### src/rtl/hpio_pkg.sv
package hpio_pkg;
  localparam int DW = 8;
  localparam int CW = 8;
  localparam int SELW = $clog2(CW);

  // encoding is {strobed, input}
  typedef enum logic [1:0] {
    MD_PLAIN_OUT = 2'b00,
    MD_PLAIN_IN  = 2'b01,
    MD_STB_OUT   = 2'b10,
    MD_STB_IN    = 2'b11
  } mode_e;

  localparam int IN_INTR_BIT  = 3;
  localparam int IN_INTE_BIT  = 4;
  localparam int IN_IBF_BIT   = 5;
  localparam int OUT_INTR_BIT = 0;
  localparam int OUT_OBF_BIT  = 1;
  localparam int OUT_INTE_BIT = 2;

  function automatic logic [CW-1:0] hs_mask(mode_e m);
    logic [CW-1:0] r;
    r = '0;
    if (m == MD_STB_IN) begin
      r[IN_INTR_BIT] = 1'b1;
      r[IN_INTE_BIT] = 1'b1;
      r[IN_IBF_BIT]  = 1'b1;
    end else if (m == MD_STB_OUT) begin
      r[OUT_INTR_BIT] = 1'b1;
      r[OUT_OBF_BIT]  = 1'b1;
      r[OUT_INTE_BIT] = 1'b1;
    end
    return r;
  endfunction
endpackage

### src/rtl/hpio_sync.sv
module hpio_sync #(
  parameter int N      = 4,
  parameter int STAGES = 2
) (
  input  logic         clk,
  input  logic         rst_n,
  input  logic [N-1:0] din,
  output logic [N-1:0] rise,
  output logic [N-1:0] fall
);
  logic [STAGES-1:0][N-1:0] chain_q, chain_d;
  logic [N-1:0]             prev_q;

  always_comb begin
    chain_d[0] = din;
    for (int s = 1; s < STAGES; s++) chain_d[s] = chain_q[s-1];
  end

  // idle level of every synchronized strobe is high
  always_ff @(posedge clk or negedge rst_n) begin
    if (!rst_n) begin
      chain_q <= '1;
      prev_q  <= '1;
    end else begin
      chain_q <= chain_d;
      prev_q  <= chain_q[STAGES-1];
    end
  end

  assign rise = chain_q[STAGES-1] & ~prev_q;
  assign fall = ~chain_q[STAGES-1] & prev_q;
endmodule

### src/rtl/hpio_cfg.sv
module hpio_cfg
  import hpio_pkg::*;
(
  input  logic          clk,
  input  logic          rst_n,
  input  logic          wr_rise,
  input  logic [1:0]    addr,
  input  logic [DW-1:0] wdata,
  output mode_e         mode_q,
  output logic [DW-1:0] pa_q,
  output logic [CW-1:0] pc_q,
  output logic          inte_q,
  output logic          mode_set,
  output logic          data_wr
);
  mode_e         mode_d;
  logic [DW-1:0] pa_d;
  logic [CW-1:0] pc_d, mask;
  logic          inte_d, comp_wr, bit_op, en;
  logic [SELW-1:0] sel;

  assign mode_set = wr_rise & addr[1] & wdata[7];
  assign bit_op   = wr_rise & addr[1] & ~wdata[7];
  assign data_wr  = wr_rise & (addr == 2'd0);
  assign comp_wr  = wr_rise & (addr == 2'd1);
  assign mask     = hs_mask(mode_q);
  assign sel      = wdata[3:1];
  assign en       = mode_set | bit_op | data_wr | comp_wr;

  always_comb begin
    mode_d = mode_q;
    pa_d   = pa_q;
    pc_d   = pc_q;
    inte_d = inte_q;
    if (mode_set) begin
      mode_d = mode_e'({~wdata[6] & wdata[5], wdata[4]});
      pa_d   = '0;
      pc_d   = '0;
      inte_d = 1'b0;
    end else begin
      if (data_wr) pa_d = wdata;
      if (comp_wr) pc_d = (pc_q & mask) | (wdata[CW-1:0] & ~mask);
      if (bit_op) begin
        if (mode_q == MD_STB_IN && sel == SELW'(IN_INTE_BIT))
          inte_d = wdata[0];
        else if (mode_q == MD_STB_OUT && sel == SELW'(OUT_INTE_BIT))
          inte_d = wdata[0];
        else if (!mask[sel])
          pc_d[sel] = wdata[0];
      end
    end
  end

  always_ff @(posedge clk or negedge rst_n) begin
    if (!rst_n) begin
      mode_q <= MD_PLAIN_IN;
      pa_q   <= '0;
      pc_q   <= '0;
      inte_q <= 1'b0;
    end else if (en) begin
      mode_q <= mode_d;
      pa_q   <= pa_d;
      pc_q   <= pc_d;
      inte_q <= inte_d;
    end
  end
endmodule

### src/rtl/hpio_flags.sv
module hpio_flags
  import hpio_pkg::*;
(
  input  logic          clk,
  input  logic          rst_n,
  input  mode_e         mode_q,
  input  logic          inte_q,
  input  logic          mode_set,
  input  logic          data_wr,
  input  logic          data_wr_fall,
  input  logic          data_rd_fall,
  input  logic          data_rd_rise,
  input  logic          stb_fall,
  input  logic          stb_rise,
  input  logic          ack_fall,
  input  logic          ack_rise,
  input  logic [DW-1:0] pa_in,
  output logic          ibf_q,
  output logic          obf_n_q,
  output logic          intr_q,
  output logic [DW-1:0] in_q
);
  logic          ibf_d, obf_n_d, intr_d, in_en;
  logic [DW-1:0] in_d;

  always_comb begin
    ibf_d   = ibf_q;
    obf_n_d = obf_n_q;
    intr_d  = intr_q;
    in_d    = in_q;
    in_en   = 1'b0;
    if (mode_set) begin
      ibf_d   = 1'b0;
      obf_n_d = 1'b1;
      intr_d  = 1'b0;
    end else if (mode_q == MD_STB_IN) begin
      if (stb_fall) begin
        in_en = 1'b1;
        in_d  = pa_in;
        ibf_d = 1'b1;
      end else if (data_rd_rise) begin
        ibf_d = 1'b0;
      end
      if (stb_rise && ibf_q && inte_q) intr_d = 1'b1;
      else if (data_rd_fall)           intr_d = 1'b0;
    end else if (mode_q == MD_STB_OUT) begin
      if (data_wr)       obf_n_d = 1'b0;
      else if (ack_fall) obf_n_d = 1'b1;
      if (ack_rise && inte_q) intr_d = 1'b1;
      else if (data_wr_fall)  intr_d = 1'b0;
    end
  end

  always_ff @(posedge clk or negedge rst_n) begin
    if (!rst_n) begin
      ibf_q   <= 1'b0;
      obf_n_q <= 1'b1;
      intr_q  <= 1'b0;
    end else begin
      ibf_q   <= ibf_d;
      obf_n_q <= obf_n_d;
      intr_q  <= intr_d;
    end
  end

  always_ff @(posedge clk or negedge rst_n) begin
    if (!rst_n)     in_q <= '0;
    else if (in_en) in_q <= in_d;
  end
endmodule

### src/rtl/hpio_group.sv
module hpio_group
  import hpio_pkg::*;
#(
  parameter int SYNC_STAGES = 2
) (
  input  logic          clk,
  input  logic          rst_n,
  input  logic [1:0]    addr,
  input  logic [DW-1:0] wdata,
  input  logic          rd_n,
  input  logic          wr_n,
  output logic [DW-1:0] rdata,
  input  logic [DW-1:0] pa_in,
  output logic [DW-1:0] pa_out,
  output logic          pa_oe,
  input  logic          stb_n,
  input  logic          ack_n,
  output logic [CW-1:0] pc_out,
  output logic          irq
);
  logic [1:0] rst_sync_q;
  logic       rst_q;
  always_ff @(posedge clk or negedge rst_n) begin
    if (!rst_n) rst_sync_q <= 2'b00;
    else        rst_sync_q <= {rst_sync_q[0], 1'b1};
  end
  assign rst_q = rst_sync_q[1];

  logic [3:0] ev_rise, ev_fall;
  hpio_sync #(.N(4), .STAGES(SYNC_STAGES)) u_sync (
    .clk(clk), .rst_n(rst_q), .din({wr_n, rd_n, ack_n, stb_n}),
    .rise(ev_rise), .fall(ev_fall));

  logic stb_rise, stb_fall, ack_rise, ack_fall;
  logic data_rd_fall, data_rd_rise, data_wr_fall, wr_rise;
  assign stb_rise     = ev_rise[0];
  assign stb_fall     = ev_fall[0];
  assign ack_rise     = ev_rise[1];
  assign ack_fall     = ev_fall[1];
  assign data_rd_rise = ev_rise[2] & (addr == 2'd0);
  assign data_rd_fall = ev_fall[2] & (addr == 2'd0);
  assign wr_rise      = ev_rise[3];
  assign data_wr_fall = ev_fall[3] & (addr == 2'd0);

  mode_e         mode_q;
  logic [DW-1:0] pa_q, in_q;
  logic [CW-1:0] pc_q, comp_rb;
  logic          inte_q, mode_set, data_wr, ibf_q, obf_n_q, intr_q;

  hpio_cfg u_cfg (
    .clk(clk), .rst_n(rst_q), .wr_rise(wr_rise), .addr(addr), .wdata(wdata),
    .mode_q(mode_q), .pa_q(pa_q), .pc_q(pc_q), .inte_q(inte_q),
    .mode_set(mode_set), .data_wr(data_wr));

  hpio_flags u_flags (
    .clk(clk), .rst_n(rst_q), .mode_q(mode_q), .inte_q(inte_q),
    .mode_set(mode_set), .data_wr(data_wr), .data_wr_fall(data_wr_fall),
    .data_rd_fall(data_rd_fall), .data_rd_rise(data_rd_rise),
    .stb_fall(stb_fall), .stb_rise(stb_rise), .ack_fall(ack_fall),
    .ack_rise(ack_rise), .pa_in(pa_in), .ibf_q(ibf_q), .obf_n_q(obf_n_q),
    .intr_q(intr_q), .in_q(in_q));

  always_comb begin
    comp_rb = pc_q;
    pc_out  = pc_q;
    if (mode_q == MD_STB_IN) begin
      comp_rb[IN_IBF_BIT]  = ibf_q;
      comp_rb[IN_INTE_BIT] = inte_q;
      comp_rb[IN_INTR_BIT] = intr_q;
      pc_out               = comp_rb;
      pc_out[IN_INTE_BIT]  = 1'b0;
    end else if (mode_q == MD_STB_OUT) begin
      comp_rb[OUT_OBF_BIT]  = obf_n_q;
      comp_rb[OUT_INTE_BIT] = inte_q;
      comp_rb[OUT_INTR_BIT] = intr_q;
      pc_out                = comp_rb;
      pc_out[OUT_INTE_BIT]  = 1'b0;
    end
  end

  always_comb begin
    rdata = '0;
    if (addr == 2'd0) begin
      case (mode_q)
        MD_STB_IN:   rdata = in_q;
        MD_PLAIN_IN: rdata = pa_in;
        default:     rdata = pa_q;
      endcase
    end else if (addr == 2'd1) begin
      rdata = comp_rb;
    end
  end

  assign pa_out = pa_q;
  assign pa_oe  = ~mode_q[0];
  assign irq    = intr_q;
endmodule

### config.mk
export PLATFORM = sky130hd
export DESIGN_NAME = hpio_group
export DESIGN_NICKNAME = d
export VERILOG_FILES = /design/src/rtl/hpio_pkg.sv /design/src/rtl/hpio_sync.sv /design/src/rtl/hpio_cfg.sv /design/src/rtl/hpio_flags.sv /design/src/rtl/hpio_group.sv
export SDC_FILE = /design/constraint.sdc
export NUM_CORES = 1
export LEC_CHECK = 0
export CORE_UTILIZATION = 40
export DETAILED_ROUTE_END_ITERATION = 10
export PLACE_DENSITY_LB_ADDON = 0.12
export REMOVE_ABC_BUFFERS = 1
export SLEW_MARGIN = 20
export SYNTH_ARGS = -nofsm -noshare
export SYNTH_HDL_FRONTEND = slang
export SYNTH_SLANG_ARGS = --single-unit
### constraint.sdc
create_clock -name clk -period 4.53 [get_ports clk]
set_input_delay 1.1325 -clock clk [delete_from_list [all_inputs] [get_ports clk]]
set_output_delay 1.1325 -clock clk [all_outputs]
set_load 0.01 [all_outputs]
# ---- Yosys cells after proc, flatten, opt, wreduce, memory -nomap -nowiden
# Index checks and enable logic that the tools add are counted.
dict set report totals {
  reg_bits 44
  elab_cells 117
}
dict set report op_classes {
  order_cmp 2
  n_eq_ne 8
  mux 48
  bitwise_logic 24
  n_reduce_logical 23
}
# operator n
set ops {}
lappend ops {{8-bit 2-to-1 mux} 11}
lappend ops {{1-bit 2-to-1 mux} 25}
lappend ops {{3-bit 2-to-1 mux} 7}
lappend ops {{8-bit case mux with 2 select lines} 1}
lappend ops {{3-bit nonzero test} 4}
lappend ops {{1-bit bitwise AND} 9}
lappend ops {{3-bit AND reduction} 3}
lappend ops {{4-bit bitwise AND} 2}
lappend ops {{8-bit by 6-bit bitwise AND with 8-bit output} 1}
lappend ops {{8-bit bitwise AND} 1}
lappend ops {{8-bit bitwise mux} 1}
lappend ops {{4-bit NOT} 2}
lappend ops {{6-bit NOT with 8-bit output} 1}
lappend ops {{8-bit bitwise OR} 1}
lappend ops {{2-bit nonzero test} 4}
lappend ops {{1-bit logical AND} 6}
lappend ops {{6-bit 2-to-1 mux} 1}
lappend ops {{2-bit AND reduction} 3}
lappend ops {{2-bit by 1-bit equality test with 1-bit output (second input constant)} 2}
lappend ops {{2-bit equality test (second input constant)} 2}
lappend ops {{3-bit by 4-bit < comparator with 1-bit output (second input constant)} 1}
lappend ops {{4-bit by 2-bit inequality test with 1-bit output (second input constant)} 1}
lappend ops {{1-bit NOT} 4}
lappend ops {{4-bit AND reduction} 1}
lappend ops {{other kinds (9)} 11}

# ---- Longest topological paths before layout
dict set report depth {
  word_depth 14
  mapped_depth 7
}

# ---- By module
# Synthesis repeated with hierarchy kept, for this count alone.
dict set report unflattened {
  cells_unflattened 232
  area_unflattened_um2 2494.9
}
# mod n_inst cells_each area_per_inst_um2
set by_module_without_submodules {}
lappend by_module_without_submodules {hpio_cfg 1 118 1168.6}
lappend by_module_without_submodules {hpio_flags 1 36 508.0}
lappend by_module_without_submodules {hpio_group 1 58 432.9}
lappend by_module_without_submodules {hpio_sync 1 20 385.4}

# ---- Least setup slack after synthesis
# Ideal clock, no wire load.
dict set report synth_path {
  path_kind {input to output}
  startpoint {in addr[0]}
  endpoint {out rdata[5]}
  arrival_ns 1.878
  t_required_ns 3.398
  path_slack_ns 1.519
  cell_stages 5
  path_cell_list {buf_2 > clkbuf_1 > a211oi_1 > a21oi_1 > nor2_1}
}
dict set report synth_between {
  elab_chain_len 3
  elab_cells_between_ends 4
}
# item line_no
set synth_rtl {}
lappend synth_rtl {{from (decl)} hpio_group.sv:8} ;# input logic [1:0] addr,
lappend synth_rtl {{2-bit by 1-bit equality test with 1-bit output} hpio_group.sv:89} ;# end else if (addr == 2'd1) begin
lappend synth_rtl {{8-bit 2-to-1 mux} hpio_group.sv:89}
lappend synth_rtl {{8-bit 2-to-1 mux *} hpio_group.sv:83} ;# if (addr == 2'd0) begin
lappend synth_rtl {{to (decl)} hpio_group.sv:12} ;# output logic [DW-1:0] rdata,
# Mark *: on every way between the ends. The rest lies on a longest branch, timed or not.

# ---- Worst setup path in the final report
dict set report layout_path {
  startpoint {in addr[0]}
  endpoint {out rdata[7]}
}
# The elaborated chain is that of the path after synthesis.

==> results.cfg <==
[route]
dr.pass1.iters = 4
routed_wl_mm = 6.04
ant_nets = 0
post_drt_wl_per_cell_um = 16.6
drcViolationCount = 0
vias = 1981
drt_iter0_drc = 152
drt-vias-per-instance = 5.46

[synth]
ys_seq_elements = 44
synth_async_sr_flop_share = 1.00
ys.flop_type = dfrtp_1
yosysSeqAreaShare = 0.479
synth.largest_area_cell = dfrtp_1
netlist_area_sq_um = 2340
yosysWarningCount = 0
syn_avg_cell_area_sq_um = 9.54
synthTopCellsByArea = dfrtp_1 (32%), dfstp_2 (16%), nand2_1 (5.8%)
synth_edf_count = 0
synth.distinct_cells = 50
synth_cells = 245
netlist.area_leader.share = 0.321

[global_route]
grt_max_degree = 43
grt_remaining_overflow = 0
groute.usage.overall = 0.213
grt_pass1_wl_mm = 9.94
antenna_found_initial = 0
grt_pass1_vias = 1949

[place]
dp.final_hpwl_mm = 4.22
dpl.cell_count = 355
io_buffer_count = 49
place_ws_ps = 407
place.gp.congestion = 0.796
place_area_sq_um = 2870

[setup_path]
critPathKind = in -> out
cp.required_ps = 3400
worstSetupStartpointType = primary input
r2r_end = u_flags.in_q[2]$_DFFE_PN0P_
r2r_cells = 4
r2r-start = u_sync.prev_q[3]$_DFF_PN1_
cp-end-kind = primary output
crit_arrival_ps = 2960
startpoint = addr[0]
rrSetupSlack_ps = 2240
cp_max_fo = 16

[die]
die_y_um = 78.4
io_pins = 50
rows = 27
start_util = 0.419
coreArea_sq_um = 5570
dieArea_sq_um = 6150
fp.dieW_um = 78.4

[final_layout]
diodes = 0
layout-drive-gt1-share = 0.151
postLayoutCellArea_sq_um = 2980
syn_to_final_growth_pct = 27.6
stdcell_count = 363
fin_nets = 314

[status]
outcome = completed

[timing]
fin_skew_ps = 5.58
slew_headroom = 0.371
timing.fmax_ghz = 0.244
hold_viol = 0
finalSetupViolations = 0
worst_slew_pin_slew_ps = 936
tns_ps = 0
rsz0062_at_grt = false
period_share = 0.904
period_minus_slack_ps = 4090
slew_violations = 0
setup_ws_ps = 436
holdWs_ps = 356

[clock_network]
post_cts_buffers = 0
path_clk_slew_ps = 80
cts_sinks = 44
cts_buffers = 5
cts_tree = built
post_cts_resize_count = 0
cts.path.max_buffers = 2
cts-root-buf = clkbuf_8
htree_num_levels = 2
ctsHoldBuffers = 0
clk_latency_ps = 290

[flow_run]
drv_cap = 0

[min_path]
min_to = rst_sync_q[1]$_DFF_PN0_
hp-start = rst_sync_q[0]$_DFF_PN0_
holdPathStages = 0
hold_class = reg -> reg

[power_and_ir_drop]
powerDensity_nw_per_um2 = 368
leakage_nw = 1.22
vdd.ir_drop.worst_v = 0.000241
worst max path at each step:
stage | endpoint | slack, ps | cells after the start
after floorplan | rdata[0] | 1550 | 4
after global placement | rdata[7] | 470 | 5
after detailed placement | rdata[7] | 410 | 5
after CTS | rdata[7] | 410 | 5
after global routing | rdata[5] | 340 | 5
final | rdata[7] | 440 | 5
power by group:
| group | leakage, nW | switching (mW) | internal [mW] |
|---|---|---|---|
| Combinational | 0.631 | 0.118 | 0.152 |
| Sequential | 0.535 | 0.0660 | 0.463 |
| Clock | 0.0552 | 0.134 | 0.164 |
| Total | 1.22 | 0.318 | 0.779 |
Yosys cell counts, types with 2 or more instances:
master	n
mux2i_1	12
a211oi_1	11
nand2b_1	2
a21oi_1	24
a21o_1	2
nor3_1	4
inv_1	4
nand4b_1	2
nand2_1	36
nand3b_1	2
clkbuf_1	3
buf_4	2
nor2b_1	5
a31oi_1	4
nand3_1	6
nor2_1	23
mux2_2	11
dfstp_2	14
o21ai_0	9
and2_1	2
dfrtp_1	30
a22o_1	2
buf_2	8
routing by layer:
layer,global-route usage,wire (um),up-vias
li1,-,-,955
met1,0.297,2790,955
met2,0.330,2820,66
met3,0.0419,377,5
met4,0.0685,53,0
met5,0,0,-
cell families after synthesis:
family | share of synthesized area
buffers and inverters | 0.0401
other | 0.00160
DFF | 0.479
and+or+nand+nor | 0.212
AOI/OAI and AO/OA | 0.163
muxes | 0.104
worst max-delay path, cell delays in order:
cell             delay (ps)
clkdlybuf4s50_1         860
buf_4                   240
a21oi_1                  60
nor2_1                  100
clkdlybuf4s50_1         550
layout by cell type, fill, tap and decap left out, drive strengths merged, types with 3 or more instances in the layout:
master         count
a211oi            11
a21oi             24
a31oi              4
and2               3
buf                4
clkbuf             6
clkdlybuf4s50     49
dfrtp             30
dfstp             14
inv                4
mux2              11
mux2i             12
nand2             37
nand2b             3
nand3              6
nor2              24
nor2b              5
nor3               4
o21ai              9
area by class of cell:
cell class / count / area [sq um]
fillers: 533 / 2590
clock inverters: 2 / 35.0
clock buffers: 6 / 72.6
multi-input cells: 181 / 1120
flip-flops and latches: 44 / 1120
well taps: 72 / 90.1
repair buffers: 53 / 520
inverters: 5 / 18.8
state kept, by name (all words and copies together) (netlist names):
register and cells:
u_sync.prev_q 4, u_cfg.pa_q 8, u_flags.obf_n_q 1, u_flags.intr_q 1, u_cfg.inte_q 1, u_cfg.mode_q 2, u_sync.chain_q 4, u_cfg.pc_q 8
u_sync.chain_d 4, rst_sync_q 2, u_flags.in_q 8, u_flags.ibf_q 1
metrics by stage:
step	util	power, mW
after floorplan	-	0.665
after global placement	0.516	0.802
after detailed placement	0.516	0.807
after CTS	0.535	1.11
after global routing	0.535	1.16
final	0.535	1.10
No activity file was read; power rests on OpenSTA's default activity.
